===== config.mk =====
export PLATFORM = sky130hd
export DESIGN_NAME = rat_regfile_top
export DESIGN_NICKNAME = d
export VERILOG_FILES = /design/src/rtl/rat_pkg.sv /design/src/rtl/rat_alias_ctrl.sv /design/src/rtl/rat_value_path.sv /design/src/rtl/rat_regfile_top.sv
export SDC_FILE = /design/constraint.sdc
export NUM_CORES = 1
export LEC_CHECK = 0
export CORE_ASPECT_RATIO = 0.6
export CORE_MARGIN = 3
export CORE_UTILIZATION = 55
export DETAILED_ROUTE_END_ITERATION = 10
export DONT_BUFFER_PORTS = 1
export PLACE_DENSITY = 0.7
export SLEW_MARGIN = 20
export SYNTH_ARGS = -nofsm -noshare
export SYNTH_HDL_FRONTEND = slang
export SYNTH_SLANG_ARGS = --single-unit
export TNS_END_PERCENT = 10

===== constraint.sdc =====
create_clock -name clk -period 3.4 [get_ports clk]
set_input_delay 0.34 -clock clk [delete_from_list [all_inputs] [get_ports clk]]
set_output_delay 0.34 -clock clk [all_outputs]
set_load 0.005 [all_outputs]

===== src/rtl/rat_pkg.sv =====
package rat_pkg;
  parameter int RAT_REGS   = 16;
  parameter int RAT_DATA_W = 32;
  parameter int RAT_TAG_W  = 4;
  localparam int RAT_IDX_W = $clog2(RAT_REGS);

  typedef logic [RAT_IDX_W-1:0]  regIdx_t;
  typedef logic [RAT_TAG_W-1:0]  tag_t;
  typedef logic [RAT_DATA_W-1:0] word_t;

  // Strobes from the alias control to the value datapath
  typedef struct packed {
    logic [RAT_REGS-1:0] wrEn;     // write bcValue into this register
    logic                bypassA;  // port A takes bcValue directly
    logic                bypassB;  // port B takes bcValue directly
  } ratStrobe_t;
endpackage


===== src/rtl/rat_alias_ctrl.sv =====
module rat_alias_ctrl
  import rat_pkg::*;
(
  input  logic       clk,
  input  logic       rstN,
  input  regIdx_t    srcAIdx,
  input  regIdx_t    srcBIdx,
  input  logic       renEn,
  input  regIdx_t    renIdx,
  input  tag_t       renTag,
  input  logic       bcEn,
  input  tag_t       bcTag,
  output logic       srcAReady,
  output tag_t       srcATag,
  output logic       srcBReady,
  output tag_t       srcBTag,
  output ratStrobe_t strobe
);
  logic [RAT_REGS-1:0] aliasValid;  // 1: value lives in register file
  tag_t                aliasTag [RAT_REGS];
  logic [RAT_REGS-1:0] tagHit;

  // Compare the broadcast tag against every pending entry
  generate
    for (genvar i = 0; i < RAT_REGS; i++) begin : g_match
      assign tagHit[i] = bcEn && !aliasValid[i] && (aliasTag[i] == bcTag);
    end
  endgenerate

  // Lookups read the state from before this cycle's rename
  always_comb begin
    strobe.wrEn    = tagHit;
    strobe.bypassA = tagHit[srcAIdx];
    strobe.bypassB = tagHit[srcBIdx];
    srcAReady      = aliasValid[srcAIdx] | tagHit[srcAIdx];
    srcBReady      = aliasValid[srcBIdx] | tagHit[srcBIdx];
    srcATag        = aliasTag[srcAIdx];
    srcBTag        = aliasTag[srcBIdx];
  end

  // Rename takes priority over a matching broadcast on the same entry
  generate
    for (genvar i = 0; i < RAT_REGS; i++) begin : g_entry
      logic renHere;
      assign renHere = renEn && (renIdx == regIdx_t'(i));
      always_ff @(posedge clk) begin
        if (!rstN) begin
          aliasValid[i] <= 1'b1;
          aliasTag[i]   <= '0;
        end else if (renHere) begin
          aliasValid[i] <= 1'b0;
          aliasTag[i]   <= renTag;
        end else if (tagHit[i]) begin
          aliasValid[i] <= 1'b1;
        end
      end

      AST_BC_RESTORES: assert property (@(posedge clk) disable iff (!rstN)
        tagHit[i] && !renHere |=> aliasValid[i]);
    end
  endgenerate

  AST_RENAME_PENDS: assert property (@(posedge clk) disable iff (!rstN)
    renEn |=> !aliasValid[$past(renIdx)] && aliasTag[$past(renIdx)] == $past(renTag));
  AST_ONE_MATCH: assert property (@(posedge clk) disable iff (!rstN)
    $onehot0(tagHit));
endmodule


===== src/rtl/rat_value_path.sv =====
module rat_value_path
  import rat_pkg::*;
(
  input  logic       clk,
  input  logic       rstN,
  input  ratStrobe_t strobe,
  input  word_t      bcValue,
  input  regIdx_t    srcAIdx,
  input  regIdx_t    srcBIdx,
  output word_t      srcAValue,
  output word_t      srcBValue
);
  word_t regVal [RAT_REGS];

  generate
    for (genvar i = 0; i < RAT_REGS; i++) begin : g_reg
      always_ff @(posedge clk) begin
        if (!rstN)               regVal[i] <= '0;
        else if (strobe.wrEn[i]) regVal[i] <= bcValue;
      end

      AST_HOLD_UNLESS_WRITTEN: assert property (@(posedge clk) disable iff (!rstN)
        !strobe.wrEn[i] |=> $stable(regVal[i]));
    end
  endgenerate

  always_comb begin
    srcAValue = strobe.bypassA ? bcValue : regVal[srcAIdx];
    srcBValue = strobe.bypassB ? bcValue : regVal[srcBIdx];
  end
endmodule


===== src/rtl/rat_regfile_top.sv =====
module rat_regfile_top
  import rat_pkg::*;
(
  input  logic                  clk,
  input  logic                  rstN,
  input  logic [RAT_IDX_W-1:0]  srcAIdx,
  input  logic [RAT_IDX_W-1:0]  srcBIdx,
  output logic                  srcAReady,
  output logic [RAT_TAG_W-1:0]  srcATag,
  output logic [RAT_DATA_W-1:0] srcAValue,
  output logic                  srcBReady,
  output logic [RAT_TAG_W-1:0]  srcBTag,
  output logic [RAT_DATA_W-1:0] srcBValue,
  input  logic                  renEn,
  input  logic [RAT_IDX_W-1:0]  renIdx,
  input  logic [RAT_TAG_W-1:0]  renTag,
  input  logic                  bcEn,
  input  logic [RAT_TAG_W-1:0]  bcTag,
  input  logic [RAT_DATA_W-1:0] bcValue
);
  ratStrobe_t strobe;

  rat_alias_ctrl i_ctrl (
    .clk(clk), .rstN(rstN),
    .srcAIdx(srcAIdx), .srcBIdx(srcBIdx),
    .renEn(renEn), .renIdx(renIdx), .renTag(renTag),
    .bcEn(bcEn), .bcTag(bcTag),
    .srcAReady(srcAReady), .srcATag(srcATag),
    .srcBReady(srcBReady), .srcBTag(srcBTag),
    .strobe(strobe)
  );

  rat_value_path i_data (
    .clk(clk), .rstN(rstN), .strobe(strobe), .bcValue(bcValue),
    .srcAIdx(srcAIdx), .srcBIdx(srcBIdx),
    .srcAValue(srcAValue), .srcBValue(srcBValue)
  );

  AST_BYPASS_A: assert property (@(posedge clk) disable iff (!rstN)
    strobe.bypassA |-> srcAReady && srcAValue == bcValue);
  AST_BYPASS_B: assert property (@(posedge clk) disable iff (!rstN)
    strobe.bypassB |-> srcBReady && srcBValue == bcValue);
endmodule


==> results of run 1 <==
## per-stage QoR
| step | hold slack (ns) | cell area [sq um] | worst slack (ns) | TNS (ns) | cells |
|---|---|---|---|---|---|
| 2_1_floorplan | 0.476 | 33900 | 0.817 | 0 | 2329 |
| 3_3_place_gp | 0.509 | 34600 | 0.328 | 0 | 2961 |
| 3_5_place_dp | 0.515 | 34600 | 0.267 | 0 | 2961 |
| 4_1_cts | 0.0639 | 37200 | -0.114 | -1.63 | 3113 |
| 5_1_grt | 0.117 | 37400 | -0.247 | -6.96 | 3116 |
| 6_report | 0.0888 | 37400 | -0.0921 | -0.536 | 3116 |
## power groups by stage
stage,clock (mW),sequential [mW],combinational [mW]
6_report,6.49,8.42,2.03
5_1_grt,6.83,8.45,2.12
4_1_cts,6.53,8.42,1.96
3_5_place_dp,0,8.58,1.75
3_3_place_gp,0,8.54,1.74
2_1_floorplan,0,8.51,1.52
## logic make-up (layout without fill, tap and decap cells)
group	Yosys count	after routing	synth area share [%]
AOI/OAI and AO/OA	139	139	3.24
and+or+nand+nor	775	775	13.6
DFF	592	592	52.0
muxes	500	500	26.3
xor gates and xnor gates	55	55	1.42
buffers and inverters	268	239	3.35
## cell usage after synthesis, drive strengths merged (2+ instances only)
cell	instances
and3	65
inv	12
and2	547
mux4	306
or4	4
a21oi	2
o21a	31
nor4	3
a32oi	34
o2111a	2
or2	5
o21ai	17
xnor2	19
clkbuf	186
nand4	7
nor2	65
nand3	16
edfxtp	576
nor2b	2
o211ai	4
a222oi	3
dfxtp	16
mux2i	129
xor2	36
or3	2
buf	70
a211oi	33
nor3	17
mux2	65
nand2	27
o2111ai	4
nand3b	2
nand2b	9
## state kept, by name, summed over array words and instances (netlist names)
name,flops
i_ctrl.aliasTag,64
i_ctrl.aliasValid,16
i_data.regVal,512
## routing by layer
metal	vias to the layer above	GRT usage (%)	wire length [um]
met5	-	0	13
met4	2	8.23	2400
met2	1443	48.7	47100
met3	161	7.36	13000
met1	11200	48.3	41100
li1	8780	-	-
## layout make-up
class / instances / area [sq um]
multi-input combinational: 1469 / 15600
tap: 816 / 1020
timing repair buffer: 123 / 1330
fill: 4364 / 22600
sequential: 592 / 17600
clock inverter: 38 / 349
clock buffer: 66 / 1500
inverter: 12 / 46.3
## worst min-delay path by stage
stage / cells after the start / slack (ns) / end
final: 1 / 0.09 / i_ctrl.aliasTag[13][0]
after detailed placement: 2 / 0.51 / i_ctrl.aliasValid[14]
after floorplan: 2 / 0.48 / i_ctrl.aliasValid[3]
after CTS: 1 / 0.06 / i_ctrl.aliasTag[13][0]
after global routing: 1 / 0.12 / i_ctrl.aliasTag[2][1]
after global placement: 2 / 0.51 / i_ctrl.aliasValid[1]
## what timing repair did
action,in CTS,in global routing
endpoints found under the setup margin,64,66
gates cloned,2,0
buffers inserted,9,3
gates resized for setup,30,39
hold buffers,37,0
hold endpoints to repair,577,0
pin swaps,10,17
## cells in the final DEF, fill, tap and decap left out, drive strengths merged, types with 3 or more instances in the layout
cell	Yosys	layout
a222oi	3	3
buf	70	86
dlygate4sd3	0	36
nor3	17	17
or4	4	4
o2111ai	4	4
edfxtp	576	576
a32oi	34	34
and2	547	547
xnor2	19	19
and3	65	65
clkinvlp	0	4
or2	5	5
o21ai	17	17
xor2	36	36
inv	12	11
clkbuf	186	66
nand3	16	16
nand2b	9	9
bufinv	0	6
mux2i	129	129
a211oi	33	33
mux4	306	306
mux2	65	65
dfxtp	16	16
nand2	27	27
nand4	7	7
nor4	3	3
nor2	65	65
o21a	31	31
clkinv	0	29
o211ai	4	4
==> results.txt, run 1 <==
Worst Skew: 0.0225 ns
diode count: 0
CP Max Fanout: 11
CTS root buf: clkbuf_16
DIE WIDTH: 326 um
PwrDens: 453 mW/mm^2
power share of the clock group: 38.3%
Clock Path Buffers: 3
Synth cell types: 57
synthesis-stage register bit count: 592
crit path time final: 3.49 ns
# DRC: 0
leak pwr: 13.6 nW
placement row count: 69
Vias/cell: 6.93
Reg power frac: 49.7%
Final GP Congestion: 0.879
Post-synth top flop: edfxtp_1
share of flip-flops with an asynchronous set or reset: 0%
DR iter-0 viols: 3059
I/O Buffers: 0
ranking of synthesized cells by area: edfxtp_1 (51%), mux4_2 (20%), and2_1 (10%)
die height: 198 um
global-route wire length before repair: 152 mm
Gate power share: 12.0%
aggregate routed wire length: 104 mm
Post-synth EDFFs: 576
flop2flop setup slack: 0.66 ns
Net Count, Synth: 2385
WP buf/inv: 2
critical path depth: 9
Num CTS Buffers: 56
Synth warnings: 0
run status: complete, but fails checks
critical path startpoint: i_ctrl.aliasTag[10][1]
H-tree Lvls: 2
internal power of the cells: 12.9 mW
Worst setup SP type: register
Util after Layout: 62.4%
DP HPWL: 58.7 mm
Worst R2R Path Depth: 6
Synth top area share: 51.1%
total die area: 0.0647 sq mm
CP Capture Type: output port
CP max stage delay: 0.49 ns
Cell Chain, Critical Path: xnor2_1 > nand3_2 > or4_4 > o211ai_1 > nand4_1 > buf_6 > mux2i_2 > mux2i_1 > buf_4
CP required: 3.06 ns
period utilization: 103%
Final Hold Fails: 0
Pwr Total: 16.9 mW
Setup CP Type: register to output port
gr ovfl total: 0
vias in the first global route: 21900
Net count, final: 2310
Hold Crit Start: rstN
Slew Viols, Final: 0
initial antenna violation count: 5
worst setup path end: srcAValue[20]
CTS tree: yes
Max-cap violations: 0
RSZ-0062 raised after global routing: true
Crit-path slowest cell: or4_4
Avg Synthesized Cell Area: 14.5 sq um
switch share: 23.9%
failing checks: negative setup slack
Core Box Area: 0.0600 sq mm
switching power: 4.06 mW
achievable clock frequency: 286 MHz
clk_lat worst skew: 0.62 ns
Sink Count: 592
IO Count: 130
gr usage total: 32.4%
layout cell share with drive strength beyond 1: 27.6%
Critical R2R Launch: i_ctrl.aliasTag[13][3]
DRT antenna net count: 0
cell taking the most area after synthesis: edfxtp_1
drt pass-1 iters: 7
Rel. slew slack: 41.1%
Worst R2R End: i_data.regVal[13][25]
post-synthesis cell count: 2329
CTS clk-pin slew, worst paths: 0.07 ns
via count: 21600
Slew @ Worst Pin: 0.881 ns
worst-case vdd ir drop: 501 uV
Area Growth Syn to Fin: 10.6%
Initial Util: 56.4%
Worst path top cell family by delay: simple AND/OR/NAND/NOR gates
hold crit path type: input port to register
Setup-failing EPs final: 19
worst path arrival time: 3.15 ns
sequential-to-total area share from yosys stat: 52.0%
setup ws final: -0.0921 ns
mapped cell area: 0.0339 sq mm
WL/cell: 33.2 um
largest net degree at the start of global routing: 159
No activity file was read; power rests on OpenSTA's default activity.
==> run 2: changes to the inputs <==
--- a/config.mk
+++ b/config.mk
@@ -5,12 +5,14 @@
 export SDC_FILE = /design/constraint.sdc
 export NUM_CORES = 1
 export LEC_CHECK = 0
-export CORE_ASPECT_RATIO = 0.6
+export CORE_ASPECT_RATIO = 0.9
 export CORE_MARGIN = 3
 export CORE_UTILIZATION = 55
+export CTS_CLUSTER_DIAMETER = 200
 export DETAILED_ROUTE_END_ITERATION = 10
 export DONT_BUFFER_PORTS = 1
 export PLACE_DENSITY = 0.7
+export SKIP_LAST_GASP = 1
 export SLEW_MARGIN = 20
 export SYNTH_ARGS = -nofsm -noshare
 export SYNTH_HDL_FRONTEND = slang
==> run 2 against run 1 <==
The run still ends with negative setup slack left. Sequential share of layout area increased by 0.28 points. Fmax increased by 0.93%. Flip-flop and latch count unchanged. Via count is essentially flat. Worst hold slack lost 0.062 ns. Clock power up 9.1%. Power is 2.8% higher.
==> results.txt, run 2 (synthesis gave the netlist of run 1 again) <==
Design Area, Final: 0.0372 sq mm (-0.59%)
Vias/cell: 7.03 (+1.5%)
Setup-failing EPs final: 22 (+3)
hold crit path type: input port to register
PwrDens: 468 mW/mm^2 (+3.4%)
RSZ-0062 raised after global routing: true
DIE WIDTH: 268 um (-18%)
gr ovfl total: 0 (unchanged)
register bank with the most flops: i_data.regVal
placement row count: 85 (+23%)
Placed Cells: 2912 (-1.7%)
Worst Skew: 0.0167 ns (-0.00589 ns)
Largest regs: i_data.regVal: 512 flops, i_ctrl.aliasTag: 64 flops, i_ctrl.aliasValid: 16 flops
most frequent cells in the layout: edfxtp_1 (576), and2_1 (547), mux4_2 (306)
DR iter-0 viols: 2961 (-3.2%)
Util after Layout: 61.6% (-0.78 points)
total die area: 0.0646 sq mm (-0.15%)
layout cell share with drive strength beyond 1: 25.6% (-1.9 points)
Clock Path Buffers: 3 (unchanged)
Final GP Congestion: 0.917 (+4.3%)
I/O Buffers: 0 (unchanged)
Area Growth Syn to Fin: 9.93%
Rel. slew slack: 36.5% (-4.6 points)
Reg power frac: 48.3% (-1.4 points)
IO Count: 130 (unchanged)
Sink Count: 592 (unchanged)
CTS root buf: clkbuf_16
via count: 21600 (+0.0046%)
Slew Viols, Final: 0 (unchanged)
period utilization: 102% (-0.95 points)
switch share: 23.3% (-0.67 points)
WL/cell: 33.9 um (+1.9%)
setup ws final: -0.0599 ns (+0.0322 ns)
CP required: 3.06 ns (about the same)
placed cell areas: 0.0345 sq mm (-0.48%)
DRT antenna net count: 0 (unchanged)
leak pwr: 13.5 nW (-0.49%)
vias in the first global route: 22100 (+0.89%)
Initial Util: 56.1% (-0.38 points)
global-route wire length before repair: 152 mm (-0.17%)
Slew @ Worst Pin: 0.950 ns (+0.0684 ns)
drt pass-1 iters: 5 (-2)
non-filler instance count after layout: 3070 (-1.5%)
initial antenna violation count: 4 (-1)
aggregate routed wire length: 104 mm (+0.44%)
H-tree Lvls: 3 (+1)
gr usage total: 32.8% (+0.37 points)
Final Hold Fails: 0 (unchanged)
Largest register FFs: 512 (unchanged)
CP Max Fanout: 18 (+7)
internal power of the cells: 13.4 mW (+3.7%)
CP Capture Type: output port
crit path time final: 3.46 ns (-0.0322 ns)
CTS clk-pin slew, worst paths: 0.06 ns (about the same)
DP HPWL: 56.1 mm (-4.4%)
# DRC: 0 (unchanged)
Net count, final: 2299 (-0.48%)
Max-cap violations: 0 (unchanged)
Num CTS Buffers: 67 (+20%)
switching power: 4.06 mW (about the same)
run status: complete, but fails checks
largest net degree at the start of global routing: 159 (unchanged)
Core Box Area: 0.0604 sq mm (+0.68%)
commonest non-fill, non-tap cell in the layout: edfxtp_1
clk_lat worst skew: 0.60 ns (-0.02 ns)
achievable clock frequency: 289 MHz (+0.93%)
Gate power share: 11.0% (-1.0 points)
CTS tree: yes
Setup CP Type: register to output port
Worst setup SP type: register
worst-case vdd ir drop: 383 uV (-24%)
failing checks: negative setup slack
power share of the clock group: 40.6% (+2.3 points)
die height: 241 um (+22%)
worst path arrival time: 3.12 ns (-0.03 ns)
## run 2: cell count changes in the layout (fill, tap and decap cells not counted), moves of 11 or more
cell	previous run	this run
a32oi_2	18	3
clkinv_2	14	3
clkbuf_16	58	70
a32oi_1	14	31
buf_4	59	37
clkbuf_1	6	18
## run 2: through the flow
step / TNS (ns) / power (mW) / worst slack (ns) / hold slack (ns)
6_report: -0.359 / 17.4 / -0.0599 / 0.0271
3_5_place_dp: 0 / 10.3 / 0.376 / 0.510
5_1_grt: -8.32 / 17.9 / -0.177 / -0.00619
4_1_cts: -0.534 / 17.4 / -0.0324 / 0.00237
3_3_place_gp: 0 / 10.2 / 0.445 / 0.502
2_1_floorplan: 0 / 10.0 / 0.817 / 0.476
## run 2: cell type report
cell class | instances | area, sq um
multi-input combinational | 1470 | 15400
clock buffer | 93 | 1890
inverter | 12 | 46.3
fill | 4484 | 23200
timing repair buffer | 100 | 1090
clock inverter | 16 | 189
antenna | 4 | 10.0
tap | 783 | 980
sequential | 592 | 17600
## run 2: worst max-delay path, cell delays in order (launching register included)
cell       delay (ns)
edfxtp_1         0.43
xnor2_1          0.17
nand3_1          0.11
or4_4            0.54
o2111ai_2        0.23
nand4_4          0.22
buf_6            0.28
a32oi_1          0.35
o21a_1           0.19
## run 2: layer usage
layer	up-vias	global-route usage, %	share of wire [%]
met2	1553	51.8	47
li1	8766	-	-
met4	0	11.3	2.9
met5	-	0	0
met3	216	6.95	12
met1	11100	45.9	38
## run 2: power by group through the flow
stage,clock network (mW),registers (mW),logic [mW]
detailed placement,0,8.57,1.72
floorplan,0,8.51,1.52
CTS,7.13,8.42,1.87
finish,7.08,8.43,1.92
global route,7.40,8.45,2.01
global placement,0,8.54,1.71
## run 2: worst paths after layout
check,from,to,slack [ns],cells past startpoint
worst max-delay path,i_ctrl.aliasTag[10][2],srcBValue[21],-0.06,8
worst max register to register,i_ctrl.aliasTag[13][2],i_data.regVal[13][23],0.67,6
worst min-delay path,rstN,i_data.regVal[7][15],0.03,1
worst min register to register,i_ctrl.aliasValid[12],i_ctrl.aliasValid[12],0.52,2
## run 2: timing repair
item / CTS / global route
hold buffers: 41 / 0
buffers inserted: 2 / 0
setup endpoints to repair: 66 / 66
pin swaps: 3 / 7
cloned: 1 / 1
gates resized for setup: 13 / 23
endpoints found under the hold margin: 576 / 0
